### src/rtl/acx_pkg.sv
package acx_pkg;

    localparam int NUM_PINS  = 4;
    localparam int OP_W      = 3;
    localparam int NUM_STEPS = 6;

    localparam int PIN_INIT = 0;
    localparam int PIN_SMI  = 1;
    localparam int PIN_NMI  = 2;
    localparam int PIN_A20  = 3;

    localparam logic [OP_W-1:0] OP_WIPE_RAM  = 3'd0;
    localparam logic [OP_W-1:0] OP_FLUSH_TLB = 3'd1;
    localparam logic [OP_W-1:0] OP_DRAIN     = 3'd2;
    localparam logic [OP_W-1:0] OP_CLOSE     = 3'd3;
    localparam logic [OP_W-1:0] OP_LOCK      = 3'd4;
    localparam logic [OP_W-1:0] OP_RELEASE   = 3'd5;

    typedef enum logic [3:0] {
        ST_IDLE,
        ST_WIPE_RAM,
        ST_FLUSH_TLB,
        ST_DRAIN,
        ST_MSG_CLOSE,
        ST_MSG_LOCK,
        ST_MSG_RELEASE,
        ST_UNMASK,
        ST_COMMIT
    } seq_state_t;

endpackage

### src/rtl/acx_seq_fsm.sv
module acx_seq_fsm
    import acx_pkg::*;
(
    input  logic            clk,
    input  logic            rst_n,
    input  logic            start_i,
    input  logic            ack_i,
    output logic            req_o,
    output logic [OP_W-1:0] op_o,
    output logic            busy_o,
    output logic            accept_o,
    output logic            unmask_o,
    output logic            commit_o,
    output logic            done_o
);

    seq_state_t state_q, state_d;

    // state register
    always_ff @(posedge clk) begin
        if (!rst_n) state_q <= ST_IDLE;
        else        state_q <= state_d;
    end

    // next state
    always_comb begin
        state_d = state_q;
        unique case (state_q)
            ST_IDLE:        if (start_i) state_d = ST_WIPE_RAM;
            ST_WIPE_RAM:    if (ack_i)   state_d = ST_FLUSH_TLB;
            ST_FLUSH_TLB:   if (ack_i)   state_d = ST_DRAIN;
            ST_DRAIN:       if (ack_i)   state_d = ST_MSG_CLOSE;
            ST_MSG_CLOSE:   if (ack_i)   state_d = ST_MSG_LOCK;
            ST_MSG_LOCK:    if (ack_i)   state_d = ST_MSG_RELEASE;
            ST_MSG_RELEASE: if (ack_i)   state_d = ST_UNMASK;
            ST_UNMASK:                   state_d = ST_COMMIT;
            ST_COMMIT:                   state_d = ST_IDLE;
            default:                     state_d = ST_IDLE;
        endcase
    end

    // outputs
    always_comb begin
        req_o    = 1'b0;
        op_o     = OP_WIPE_RAM;
        unmask_o = 1'b0;
        commit_o = 1'b0;
        accept_o = 1'b0;
        busy_o   = 1'b1;
        unique case (state_q)
            ST_IDLE: begin
                busy_o   = 1'b0;
                accept_o = start_i;
            end
            ST_WIPE_RAM:    begin req_o = 1'b1; op_o = OP_WIPE_RAM;  end
            ST_FLUSH_TLB:   begin req_o = 1'b1; op_o = OP_FLUSH_TLB; end
            ST_DRAIN:       begin req_o = 1'b1; op_o = OP_DRAIN;     end
            ST_MSG_CLOSE:   begin req_o = 1'b1; op_o = OP_CLOSE;     end
            ST_MSG_LOCK:    begin req_o = 1'b1; op_o = OP_LOCK;      end
            ST_MSG_RELEASE: begin req_o = 1'b1; op_o = OP_RELEASE;   end
            ST_UNMASK:      unmask_o = 1'b1;
            ST_COMMIT:      commit_o = 1'b1;
            default:        busy_o   = 1'b0;
        endcase
    end

    always_ff @(posedge clk) begin
        if (!rst_n) done_o <= 1'b0;
        else        done_o <= (state_q == ST_COMMIT);
    end

    AST_REQ_HOLDS: assert property (@(posedge clk) disable iff (!rst_n)
        (req_o && !ack_i) |=> (req_o && op_o == $past(op_o)));

    AST_STEP_ORDER: assert property (@(posedge clk) disable iff (!rst_n)
        (req_o && ack_i && op_o != OP_RELEASE) |=> (req_o && op_o == 3'($past(op_o) + 3'd1)));

    AST_LAST_TO_UNMASK: assert property (@(posedge clk) disable iff (!rst_n)
        (req_o && ack_i && op_o == OP_RELEASE) |=> (unmask_o && !req_o));

    AST_START_LAUNCH: assert property (@(posedge clk) disable iff (!rst_n)
        (!busy_o && start_i) |=> (req_o && op_o == OP_WIPE_RAM));

    AST_DONE_PULSE: assert property (@(posedge clk) disable iff (!rst_n)
        done_o |=> !done_o);

    AST_DONE_IDLE: assert property (@(posedge clk) disable iff (!rst_n)
        done_o |-> !busy_o);

endmodule

### src/rtl/acx_pin_mask.sv
module acx_pin_mask
    import acx_pkg::*;
(
    input  logic                clk,
    input  logic                rst_n,
    input  logic                mask_all_i,
    input  logic                unmask_i,
    input  logic                measured_i,
    input  logic                mon_lock_i,
    input  logic [NUM_PINS-1:0] evt_i,
    output logic [NUM_PINS-1:0] mask_o,
    output logic [NUM_PINS-1:0] pend_o
);

    for (genvar p = 0; p < NUM_PINS; p++) begin : g_pin
        logic bit_q;
        logic clr;

        if (p == PIN_INIT) begin : g_init
            assign clr = 1'b1;
        end else if (p == PIN_SMI) begin : g_smi
            assign clr = !measured_i || !mon_lock_i;
        end else begin : g_other
            assign clr = !measured_i;
        end

        always_ff @(posedge clk) begin
            if (!rst_n)                bit_q <= 1'b0;
            else if (mask_all_i)       bit_q <= 1'b1;
            else if (unmask_i && clr)  bit_q <= 1'b0;
        end

        assign mask_o[p] = bit_q;
    end

    assign pend_o = evt_i & ~mask_o;

    AST_INIT_CLEARS: assert property (@(posedge clk) disable iff (!rst_n)
        unmask_i |=> !mask_o[PIN_INIT]);

    AST_BASIC_ALL_CLEAR: assert property (@(posedge clk) disable iff (!rst_n)
        (unmask_i && !measured_i) |=> (mask_o == '0));

    AST_MEASURED_KEEPS_NMI: assert property (@(posedge clk) disable iff (!rst_n)
        (unmask_i && measured_i) |=> (mask_o[PIN_NMI] == $past(mask_o[PIN_NMI])
                                      && mask_o[PIN_A20] == $past(mask_o[PIN_A20])));

    AST_MEASURED_SMI_LOCK: assert property (@(posedge clk) disable iff (!rst_n)
        (unmask_i && measured_i && mon_lock_i) |=> (mask_o[PIN_SMI] == $past(mask_o[PIN_SMI])));

endmodule

### src/rtl/acx_exit_ctx.sv
module acx_exit_ctx #(
    parameter int ADDR_W = 32
) (
    input  logic              clk,
    input  logic              rst_n,
    input  logic              enter_i,
    input  logic              accept_i,
    input  logic              busy_i,
    input  logic              commit_i,
    input  logic [ADDR_W-1:0] target_i,
    input  logic              measured_i,
    input  logic              mon_i,
    output logic              measured_q_o,
    output logic              mon_q_o,
    output logic              auth_o,
    output logic [ADDR_W-1:0] pc_o
);

    logic [ADDR_W-1:0] tgt_q;

    always_ff @(posedge clk) begin
        if (!rst_n) begin
            tgt_q        <= '0;
            measured_q_o <= 1'b0;
            mon_q_o      <= 1'b0;
        end else if (accept_i) begin
            tgt_q        <= target_i;
            measured_q_o <= measured_i;
            mon_q_o      <= mon_i;
        end
    end

    always_ff @(posedge clk) begin
        if (!rst_n) begin
            auth_o <= 1'b0;
            pc_o   <= '0;
        end else if (commit_i) begin
            auth_o <= 1'b0;
            pc_o   <= tgt_q;
        end else if (enter_i) begin
            auth_o <= 1'b1;
        end
    end

    AST_CAPTURE_STABLE: assert property (@(posedge clk) disable iff (!rst_n)
        (busy_i && !commit_i) |=> ($stable(tgt_q) && $stable(measured_q_o) && $stable(mon_q_o)));

    AST_COMMIT_EFFECT: assert property (@(posedge clk) disable iff (!rst_n)
        commit_i |=> (!auth_o && pc_o == $past(tgt_q)));

    AST_PC_ONLY_ON_COMMIT: assert property (@(posedge clk) disable iff (!rst_n)
        !commit_i |=> $stable(pc_o));

endmodule

### src/rtl/acx_exit_seq.sv
module acx_exit_seq
    import acx_pkg::*;
#(
    parameter int ADDR_W = 32
) (
    input  logic                clk,
    input  logic                rst_n,
    input  logic                enter_i,
    input  logic                start_i,
    input  logic [ADDR_W-1:0]   target_i,
    input  logic                measured_i,
    input  logic                mon_ctl0_i,
    input  logic                step_ack_i,
    input  logic [NUM_PINS-1:0] pin_evt_i,
    output logic                step_req_o,
    output logic [OP_W-1:0]     step_op_o,
    output logic                busy_o,
    output logic                done_o,
    output logic [NUM_PINS-1:0] pin_mask_o,
    output logic [NUM_PINS-1:0] pin_pend_o,
    output logic                auth_mode_o,
    output logic [ADDR_W-1:0]   pc_o
);

    logic accept, unmask, commit, meas_q, mon_q, enter_ok;

    assign enter_ok = enter_i && !busy_o;

    acx_seq_fsm u_fsm (
        .clk      (clk),
        .rst_n    (rst_n),
        .start_i  (start_i),
        .ack_i    (step_ack_i),
        .req_o    (step_req_o),
        .op_o     (step_op_o),
        .busy_o   (busy_o),
        .accept_o (accept),
        .unmask_o (unmask),
        .commit_o (commit),
        .done_o   (done_o)
    );

    acx_exit_ctx #(.ADDR_W(ADDR_W)) u_ctx (
        .clk          (clk),
        .rst_n        (rst_n),
        .enter_i      (enter_ok),
        .accept_i     (accept),
        .busy_i       (busy_o),
        .commit_i     (commit),
        .target_i     (target_i),
        .measured_i   (measured_i),
        .mon_i        (mon_ctl0_i),
        .measured_q_o (meas_q),
        .mon_q_o      (mon_q),
        .auth_o       (auth_mode_o),
        .pc_o         (pc_o)
    );

    acx_pin_mask u_mask (
        .clk        (clk),
        .rst_n      (rst_n),
        .mask_all_i (enter_ok),
        .unmask_i   (unmask),
        .measured_i (meas_q),
        .mon_lock_i (mon_q),
        .evt_i      (pin_evt_i),
        .mask_o     (pin_mask_o),
        .pend_o     (pin_pend_o)
    );

    AST_ENTER_BUSY_IGNORED: assert property (@(posedge clk) disable iff (!rst_n)
        (busy_o && enter_i && !unmask) |=> $stable(pin_mask_o));

    AST_ENTER_MASKS: assert property (@(posedge clk) disable iff (!rst_n)
        (!busy_o && enter_i) |=> (auth_mode_o && pin_mask_o == '1));

endmodule

### config.mk
export PLATFORM = sky130hd
export DESIGN_NAME = acx_exit_seq
export DESIGN_NICKNAME = d
export VERILOG_FILES = /design/src/rtl/acx_pkg.sv /design/src/rtl/acx_seq_fsm.sv /design/src/rtl/acx_pin_mask.sv /design/src/rtl/acx_exit_ctx.sv /design/src/rtl/acx_exit_seq.sv
export SDC_FILE = /design/constraint.sdc
export NUM_CORES = 1
export LEC_CHECK = 0
export BUFFER_PORTS_ARGS = -buffer_cell sky130_fd_sc_hd__buf_2
export CAP_MARGIN = 20
export CORE_ASPECT_RATIO = 1.75
export CORE_MARGIN = 1
export CORE_UTILIZATION = 48
export CTS_BUF_LIST = sky130_fd_sc_hd__clkbuf_8
export DETAILED_ROUTE_END_ITERATION = 10
export PLACE_DENSITY = 0.81
export SYNTH_ARGS = -nofsm -noshare
export SYNTH_HDL_FRONTEND = slang
export SYNTH_HIERARCHICAL = 1
export SYNTH_SLANG_ARGS = --single-unit
### constraint.sdc
create_clock -name clk -period 1.5 [get_ports clk]
set_input_delay 0.3 -clock clk [delete_from_list [all_inputs] [get_ports clk]]
set_output_delay 0.3 -clock clk [all_outputs]
set_load 0.05 [all_outputs]
### Word-level counts from Yosys, hierarchy flattened

Cells that the tools add are included.

* equality and inequality tests: 15
* mux-type cells: 20
* bitwise gates (word level): 3
* reduce and logical (&&, ||, !) cells: 15

Operators with widths (count)
* $pmux W4 S8: 1
* $mux W4: 7
* $eq A4 B3 Y1 const B: 4
* $pmux W3 S5: 1
* $ne A2 B2 Y1 const B: 7
* $mux W1: 11
* $eq A4 B2 Y1 const B: 2
* $reduce_or A8 Y1: 1
* $reduce_and A7 Y1: 1
* $reduce_bool A2 Y1: 3
* $reduce_or A6 Y1: 1
* $and A4 B4 Y4: 1
* $eq A4 B1 Y1 const B: 1
* $eq A4 B4 Y1 const B: 1
* $logic_not A4 Y1: 1
* $not A4 Y4: 1
* $logic_and A1 B1 Y1: 3
* $logic_not A1 Y1: 3
* $reduce_or A2 Y1: 1
* $logic_or A1 B1 Y1: 1
* $not A1 Y1: 1

* logic and storage cells: 63
* input bits: 43
* output and inout bits: 47
* bits in registers: 75

### Depth between registers and ports, before layout

Gate-level depths: netlist (run 1).

* word-level depth: 6
* gate-level depth with buffers: 7
* depth with buffers taken out: 5

### Hierarchy

The synthesis (run 1) kept the hierarchy.

By module, submodules not included
* acx_exit_ctx: area each 2585.0 sq um, instances 1, cells each 216
* acx_seq_fsm: area each 345.3 sq um, instances 1, cells each 39
* acx_pin_mask: area each 162.7 sq um, instances 1, cells each 20
* acx_exit_seq: area each 13.8 sq um, instances 1, cells each 1

### Worst setup path before layout (run 1)

Ideal clock, no wire load.

* kind: flip-flop to output port
* start point: register u_fsm.state_q[2]
* end point: output port step_req_o
* path slack: -0.513 ns
* data arrival time: 1.713 ns
* stages on the path, launching flop included: 4
* path buffers: 1
* cell sequence: dfxtp_1 -> clkbuf_2 -> and3_2 -> nor3_1

* cells in the longest elaborated chain, start to end: 3
* elaborated cells on any way between the ends: 8

Ends and longest elaborated chain
* start: declaration: RTL line acx_seq_fsm.sv:17 `seq_state_t state_q, state_d;`
* start signal: assignment: RTL line acx_seq_fsm.sv:22 `else state_q <= state_d;`
* $eq A4 B1 Y1, or another cell as far along: RTL line acx_seq_fsm.sv:50 `unique case (state_q)`
* $reduce_or A6 Y1 (no line) (*)
* $mux W1 (*): RTL line acx_seq_fsm.sv:50
* end: declaration: RTL line acx_exit_seq.sv:15 `output logic step_req_o,`

Mark *: on every way between the ends. The rest lies on a longest branch, timed or not.

### Final worst setup path (run 1)

* start point: register u_fsm.state_q[1]
* end point: output port step_op_o[1]

* cells in the longest elaborated chain, start to end: 2
* elaborated cells on any way between the ends: 6

Ends and longest elaborated chain
* $eq A4 B3 Y1 or $eq A4 B2 Y1 (tied branches): RTL line acx_seq_fsm.sv:50
* $pmux W3 S5 (*): RTL line acx_seq_fsm.sv:50
* end: declaration: RTL line acx_exit_seq.sv:16 `output logic [OP_W-1:0] step_op_o,`

Marked as above.

==> flow_summary.ini, run 1 <==
[status]
status = finished, violations left
violations = negative setup slack

[clock_network]
root_buffer = clkbuf_8
cts_sinks = 75
clock_latency_ns = 0.34
cts_made_buffers = 9
clkTransAtPathRegs_ns = 0.08
tritoncts = yes
cts-htree-levels = 3
cts_max_path_buffers = 2

[detailed_routing]
drc = 0
dr.first_iter.drc_count = 80
routedWlPerCell_um = 13.62
antenna_left = 0
dr_total_vias = 2216
routed_via_density = 4.838
wirelength_um = 6239
first_pass_iters = 4

[critical_path]
crit_path_start_kind = flop
worstSetupEndpointType = output port
worstPathArrival_ns = 1.39
worst_r2r_path_depth = 6
worstSetupPathType = flop to output port
required_ns = 1.20
crit_fanout = 5

[min_path]
hp-class = input port to flop
hold_path_depth = 3

[place]
dp_slack_ns = 0.01047
dp_cells = 434
numPortBuffers = 89
gp_congestion = 0.7259
dp_hpwl_um = 3950

[job]
maxCapViolCount = 0

[final_layout]
drive_gt1_share_pct = 38.62
final_cell_mix = 84 x buf_2, 71 x dfxtp_1, 70 x nor2b_1
layout_commonest_cell = buf_2
antenna_cells = 0
finish.net_count = 417
seqCellArea_um2 = 1514
fin_cells = 458
multi_input_comb_area_um2 = 1445
fill_cells = 532
utilization_pct = 64.46
area_growth_pct = 29.24

[power_and_ir_drop]
p_per_area_nw_per_um2 = 1035
ir_drop_mv = 0.6863
finalPower_mw = 4.156
leakagePower_nw = 1.674

[timing]
hold_violations = 0
fin_crit_sh_pct = 112.9
period_needed_ns = 1.693
skew_ns = 0.009192
setup_viol = 37
fin_ws_ns = -0.1929
slew_headroom_pct = 82.29
finalMaxSlewViolations = 0
fmax_ghz = 0.5907
worstMarginPinSlew_ns = 0.2674
grt_setup_unrepaired = true
hold_ws_ns = 0.2202

[synthesis]
syn_area_um2 = 3107
ys_seq_area_share_pct = 48.33
syn_nets = 319
yosys_most_used_dff = dfxtp_1
synthCells = 276
ys_types = 34
ys_async_sr_fraction_pct = 0
synth_edf_count = 0
ys_ff_latch = 75
ys_warn_count = 6
syn_area_per_cell_um2 = 11.26

[global_route]
antenna_found_initial = 0
gr-usage-all-layers_pct = 17.86
grt_max_degree = 74
grt_first_pass_wirelength_um = 9390
gr-total-overflow = 0
grt_pass1_vias = 2126

[floorplan]
coreArea_um2 = 6228
die_area_um2 = 6811
num_rows = 38
start_util_pct = 49.88
die_w_um = 62.82
die_h_um = 108.4
ios = 90
-- metal layers --
layer  routed length [um]  track usage [%]
met5                    0                0
met4                   82            7.973
met3                  231            5.274
met2                 3406            32.92
met1                 2518            18.36
-- layout make-up --
| type | instances | share of cell area [%] |
|---|---|---|
| Clock buffer | 10 | 3.428 |
| Sequential cell | 75 | 37.71 |
| Clock inverter | 5 | 0.9660 |
| Timing Repair Buffer | 110 | 19.23 |
| Tap cell | 80 | 2.493 |
| Inverter | 2 | 0.1870 |
| Multi-Input combinational cell | 176 | 35.99 |
-- final timing paths --
check | endpoint | slack (ns) | from
setup reg to reg | u_ctx/tgt_q[16] | -0.03 | u_fsm/state_q[0]
setup / recovery | step_op_o[1] | -0.19 | u_fsm/state_q[1]
hold / removal | u_ctx/tgt_q[20] | 0.22 | target_i[20]
hold reg to reg | u_mask/g_pin[1].bit_q | 0.49 | u_ctx/mon_q_o
-- cell families after synthesis --
| kind of cell | count (synthesis) | share of synthesized area [%] |
|---|---|---|
| multiplexers | 66 | 21.26 |
| AND/OR/NAND/NOR | 97 | 20.38 |
| flip-flops | 75 | 48.33 |
| XOR/XNOR | 2 | 0.5639 |
| AO/OA/AOI/OAI | 11 | 2.094 |
| buffers and inverters | 25 | 7.370 |
-- registers in the layout, summed over array words and instances, names as in the netlist --
| name | count |
|---|---|
| u_ctx/auth_o | 1 |
| u_ctx/measured_q_o | 1 |
| u_ctx/mon_q_o | 1 |
| u_ctx/pc_o | 32 |
| u_ctx/tgt_q | 32 |
| u_fsm/done_o | 1 |
| u_fsm/state_q | 4 |
| u_mask/g_pin.bit_q | 3 |
-- stage by stage --
step	cell area, um^2	setup TNS [ns]
after detailed placement	3617	0
after global placement	3617	0
final	4015	-1.173
after floorplan	3138	-3.549
after CTS	3871	-1.333
after global routing	4015	-6.110
-- critical path, stage by stage (launching register included) --
cell and delay, ns:
dfxtp_4 0.39, buf_6 0.12, nand2_4 0.05, o22a_1 0.23, nor2_2 0.11, buf_6 0.16
-- cells in the mapped netlist (2+ instances only) --
cell | instances | area, um^2
nor3_1 | 2 | 10.01
nand2b_1 | 3 | 18.77
and2_1 | 2 | 12.51
buf_2 | 5 | 25.02
nand2_1 | 4 | 15.01
dfxtp_1 | 75 | 1501
nor2b_1 | 70 | 437.9
mux2i_1 | 66 | 660.6
xnor2_1 | 2 | 17.52
o21ai_0 | 3 | 15.01
buf_8 | 3 | 45.04
nand3b_1 | 2 | 15.01
a21oi_1 | 3 | 15.01
inv_1 | 2 | 7.510
nor2_1 | 3 | 11.26
buf_12 | 3 | 60.06
buf_6 | 4 | 45.04
buf_4 | 4 | 30.03
clkbuf_1 | 3 | 11.26
a31oi_1 | 3 | 18.77
-- where the power goes --
part           total, mW  switching, mW  internal (mW)
registers           2.13         0.0534           2.08
logic              0.662          0.348          0.314
clock network       1.36          0.724          0.641
-- what timing repair did --
| item | 4_1_cts | 5_1_grt |
|---|---|---|
| gates resized for setup | 22 | 10 |
| cloned | 0 | 4 |
| hold buffers | 0 | 0 |
| setup endpoints to repair | 5 | 70 |
| pin swaps | 3 | 2 |
| setup buffers | 2 | 3 |
No activity file was read; power rests on OpenSTA's default activity.
==> run 2: changes to the inputs <==
--- a/config.mk
+++ b/config.mk
@@ -13,6 +13,7 @@
 export CTS_BUF_LIST = sky130_fd_sc_hd__clkbuf_8
 export DETAILED_ROUTE_END_ITERATION = 10
 export PLACE_DENSITY = 0.81
+export REMOVE_ABC_BUFFERS = 1
 export SYNTH_ARGS = -nofsm -noshare
 export SYNTH_HDL_FRONTEND = slang
 export SYNTH_HIERARCHICAL = 1
==> run 2 against run 1 <==
Compared with the run above:
- the flow still finishes with violations (negative setup slack)
- fmax rose by 1.6%
- clock power rose by 18%
- sequential power barely moved
- largest cell class unchanged
- global-route usage rose by 0.75 points
- highest routed layer unchanged
- non-clock buffer count rose by 1
- hold slack got worse by 0.0049 ns
- sequential cell count did not move
- design area rose by 0.75%
- clock skew fell by 0.0032 ns
==> flow_summary.ini, run 2 (synthesis results as in run 1) <==
[status]
status = finished, violations left
violations = negative setup slack

[clock_network]
hold_buffers = 0
clkTransAtPathRegs_ns = 0.07
cts_sinks = 75
cts_max_path_buffers = 2
cts_made_buffers = 9
root_buffer = clkbuf_8
clock_latency_ns = 0.34
tritoncts = yes
cts-htree-levels = 3

[place]
dp_slack_ns = -0.03572
numPortBuffers = 89
gp_congestion = 0.7459
dp_hpwl_um = 4116
dpl-instance-area_um2 = 3593

[critical_path]
crit_chain = buf_6, xnor2_2, nor3b_2, buf_6
path_buf_inv = 2
crit_fanout = 5
cp_common_cell = buf_6
worstPathArrival_ns = 1.37
worstSetupPathType = flop to output port
critPathMaxStageDelay_ns = 0.37
critPathTopFamily = flip-flops
required_ns = 1.20
worstSetupEndpointType = output port
crit_path_start_kind = flop
cpMaxStageDelayCell = dfxtp_4

[floorplan]
start_util_pct = 49.88
die_area_um2 = 6811
die_w_um = 62.82
ios = 90
num_rows = 38
coreArea_um2 = 6228
die_h_um = 108.4

[timing]
setup_viol = 70
finalMaxSlewViolations = 0
hold_ws_ns = 0.2153
skew_ns = 0.005981
grt_setup_unrepaired = true
slew_headroom_pct = 68.99
hold_violations = 0
worstMarginPinSlew_ns = 0.4652
fin_crit_sh_pct = 111.1
fin_ws_ns = -0.1662
fmax_ghz = 0.6002
period_needed_ns = 1.666

[final_layout]
drive_gt1_share_pct = 37.63
final_area_um2 = 4045
area_growth_pct = 30.21
finish.net_count = 418
antenna_cells = 0
final_cell_mix = 84 x buf_2, 72 x dfxtp_1, 70 x nor2b_1
top_regs = u_ctx/pc_o x32, u_ctx/tgt_q x32, u_fsm/state_q x4
layout_commonest_cell = buf_2

[detailed_routing]
dr.first_iter.drc_count = 72
dr_total_vias = 2190
antenna_left = 0
wirelength_um = 6406
routed_via_density = 4.761
routedWlPerCell_um = 13.93
first_pass_iters = 4
drc = 0

[power_and_ir_drop]
leakagePower_nw = 1.713
p_per_area_nw_per_um2 = 1107
ir_drop_mv = 0.9961

[global_route]
grt_max_degree = 41
grt_pass1_vias = 2086
gr-usage-all-layers_pct = 18.61
grt_first_pass_wirelength_um = 9618
antenna_found_initial = 0
gr-total-overflow = 0

[min_path]
hp-class = input port to flop

[job]
maxCapViolCount = 0
-- run 2: what timing repair did --
item | in CTS | in global routing
setup buffers | 3 | 1
resized for setup | 17 | 11
pin swaps | 2 | 3
hold endpoints to repair | 0 | 0
endpoints found under the setup margin | 24 | 71
cloned | 1 | 4
-- run 2: where the power goes --
part           internal [mW]  switching (mW)  leakage (nW)
clock                  0.919           0.695         0.114
combinational          0.370           0.363         0.986
sequential              2.08          0.0556         0.613
-- run 2: worst register-to-register path, stage by stage (launching register included) --
cell and delay, ns:
dfxtp_4 0.37, nor3_4 0.23, buf_6 0.14, and3b_2 0.23, buf_6 0.13, buf_12 0.13, mux2i_1 0.21, nor2b_1 0.07
-- run 2: per-layer routing --
layer | GRT usage [%] | routed length, um
met1 | 18.54 | 2506
met3 | 4.219 | 207
met2 | 35.17 | 3539
met4 | 9.967 | 153
met5 | 0 | 0
-- run 2: final timing paths --
check	start	end	slack (ns)	cells after the start
max	u_fsm/state_q[0]	step_op_o[2]	-0.17	4
min	target_i[12]	u_ctx/tgt_q[12]	0.22	3
max reg2reg	u_fsm/state_q[2]	u_ctx/tgt_q[14]	-0.13	7
min reg2reg	u_ctx/mon_q_o	u_mask/g_pin[1].bit_q	0.48	2
-- run 2: stage by stage --
step	power [mW]	instances	TNS, ns	utilization [%]
floorplan	2.563	253	-60.49	-
global placement	2.758	435	0	57.69
detailed placement	2.775	435	-0.1004	57.69
CTS	4.450	455	-4.236	62.66
global route	4.652	460	-10.28	64.95
finish	4.479	460	-4.639	64.95
-- run 2: area by class of cell --
cell class / count / area [um^2]
fillers: 507 / 2183
flip-flops and latches: 75 / 1513
multi-input cells: 176 / 1404
repair buffers: 111 / 813.3
clock buffers: 9 / 123.9
well taps: 80 / 100.1
clock inverters: 7 / 83.83
inverters: 2 / 7.507
==> run 3: changes to the inputs <==
--- a/config.mk
+++ b/config.mk
@@ -12,6 +12,7 @@
 export CORE_UTILIZATION = 48
 export CTS_BUF_LIST = sky130_fd_sc_hd__clkbuf_8
 export DETAILED_ROUTE_END_ITERATION = 10
+export GPL_TIMING_DRIVEN = 1
 export PLACE_DENSITY = 0.81
 export REMOVE_ABC_BUFFERS = 1
 export SYNTH_ARGS = -nofsm -noshare
==> constraint.sdc (replaced) <==
create_clock -name clk -period 1.5 [get_ports clk]
set_input_delay 0 -clock clk [delete_from_list [all_inputs] [get_ports clk]]
set_output_delay 0 -clock clk [all_outputs]
set_load 0.05 [all_outputs]
==> run 3 against run 2 <==
Compared with the run above:
- the run now ends clean
- sequential share of layout area decreased by 1.2 points
- highest routed layer unchanged
- die area unchanged
- hold slack got worse by 0.14 ns
- critical path type is now flop to flop
- largest cell class unchanged
- critical path depth increased by 1
- via count increased by 5.3%
- sequential power about the same
- worst setup slack improved by 0.21 ns
- global-route usage increased by 2.4 points
==> flow_summary.ini, run 3 (synthesis results as in run 1) <==
[critical_path]
critPathMaxStageDelay_ns = 0.34
worstSetupEndpointType = flop
worstSetupPathType = flop to flop
ff2ff_setup_slack_ns = 0.05
crit_path_start_kind = flop
worstPathArrival_ns = 1.68
reg2reg_from = u_fsm/state_q[0]
required_ns = 1.73
crit_chain = nor3_4, and2_2, buf_12, mux2i_1, nor2b_1
cpMaxStageDelayCell = dfxtp_2
crit_fanout = 19
worstReg2RegEnd = u_ctx/pc_o[9]
worst_r2r_path_depth = 5

[power_and_ir_drop]
ir_drop_mv = 0.6218
p_per_area_nw_per_um2 = 1003
leakagePower_nw = 1.765

[clock_network]
cts_max_path_buffers = 2
clock_latency_ns = 0.34
clkTransAtPathRegs_ns = 0.07
root_buffer = clkbuf_8
cts_made_buffers = 9
tritoncts = yes
cts_sinks = 75
cts-htree-levels = 3

[min_path]
hold_path_depth = 4
hold_end = u_mask/g_pin[0].bit_q
min_from = enter_i
hp-class = input port to flop

[floorplan]
num_rows = 38
start_util_pct = 49.88
die_w_um = 62.82
ios = 90
die_area_um2 = 6811
die_h_um = 108.4
coreArea_um2 = 6228

[timing]
setup_viol = 0
tns_ns = 0
hold_ws_ns = 0.07036
hold_violations = 0
finalMaxSlewViolations = 0
fin_ws_ns = 0.04586
skew_ns = 0.003659
slew_headroom_pct = 71.20
grt_setup_unrepaired = false
fmax_ghz = 0.6877
period_needed_ns = 1.454
fin_crit_sh_pct = 96.94
worstMarginPinSlew_ns = 0.4320

[global_route]
gr-usage-all-layers_pct = 21.00
antenna_found_initial = 0
grt_first_pass_wirelength_um = 10800
gr-total-overflow = 0
grt_max_degree = 31
grt_pass1_vias = 2308

[final_layout]
antenna_cells = 0
top_regs = u_ctx/pc_o x32, u_ctx/tgt_q x32, u_fsm/state_q x4
layout_commonest_cell = buf_2
drive_gt1_share_pct = 31.45
finish.net_count = 445
fill_cells = 476
area_growth_pct = 33.71
utilization_pct = 66.69
fin_cells = 487
final_cell_mix = 86 x buf_2, 73 x dfxtp_1, 70 x nor2b_1

[detailed_routing]
routed_via_density = 4.733
antenna_left = 0
wirelength_um = 6703
first_pass_iters = 4
routedWlPerCell_um = 13.76
dr.first_iter.drc_count = 45
dr_total_vias = 2305
drc = 0

[place]
dp_hpwl_um = 4382
numPortBuffers = 89
dp_cells = 434
dp_slack_ns = 0.06572
gp_congestion = 0.7620

[status]
status = complete, no violations

[job]
maxCapViolCount = 0
run 3: changes by cell type in the layout (fill, tap and decap cells not counted), sizes merged:
| cell | delta |
|---|---|
| clkbuf | -2 |
| clkinv | -2 |
| bufinv | -2 |
| inv | +2 |
| dlygate4sd3 | +36 |
| buf | -5 |
run 3: worst max-delay path by stage:
stage / from / to / slack (ns) / cells after the start
finish: u_fsm/state_q[0] / u_ctx/pc_o[9] / 0.05 / 5
global route: u_fsm/state_q[1] / step_op_o[1] / 0.003 / 5
CTS: u_fsm/state_q[1] / step_op_o[1] / 0.005 / 5
detailed placement: u_fsm/state_q[0] / u_ctx/tgt_q[28] / 0.07 / 5
global placement: u_fsm/state_q[0] / u_ctx/tgt_q[2] / 0.13 / 5
floorplan: u_fsm/state_q[0] / u_ctx/measured_q_o / -0.88 / 4
run 3: what timing repair did:
| item | in CTS | in global routing |
|---|---|---|
| endpoints found under the setup margin | 2 | 19 |
| hold endpoints to repair | 37 | 0 |
| hold buffers | 36 | 0 |
| pin swaps | 1 | 2 |
| gates resized for setup | 7 | 6 |
| buffers inserted | 0 | 1 |
run 3: area by class of cell:
type                       count  area [um^2]  share of cell area [%]
inverter                       2        7.507                  0.1807
multi-input combinational    176         1394                   33.55
clock buffer                  11        151.4                   3.645
timing repair buffer         138        975.9                   23.49
clock inverter                 5        21.27                  0.5120
tap                           80        100.1                   2.410
sequential                    75         1504                   36.20
run 3: layer usage:
metal  vias to the layer above  routed length (um)  track usage [%]
li1                       1160                   -                -
met1                      1086                2613            20.66
met2                        50                3786            40.30
met3                         9                 167            3.903
met4                         0                 136            11.96
met5                         -                   0                0
run 3: worst max-delay path, delay by kind of cell, from the launching register on:
| family | cells | cell delay, ns |
|---|---|---|
| buffers and inverters | 1 | 0.20 |
| DFF | 1 | 0.34 |
| and+or+nand+nor | 3 | 0.53 |
| muxes | 1 | 0.25 |
run 3: metrics by stage:
stage / power (mW) / area, um^2
6_report: 4.166 / 4154
5_1_grt: 4.362 / 4154
4_1_cts: 4.193 / 4131
3_5_place_dp: 2.769 / 3573
3_3_place_gp: 2.751 / 3573
2_1_floorplan: 2.563 / 2885
run 3: power by group:
part / switching [mW] / internal (mW)
Sequential: 0.0527 / 2.08
Combinational: 0.352 / 0.338
Clock: 0.677 / 0.667
Total: 1.08 / 3.09
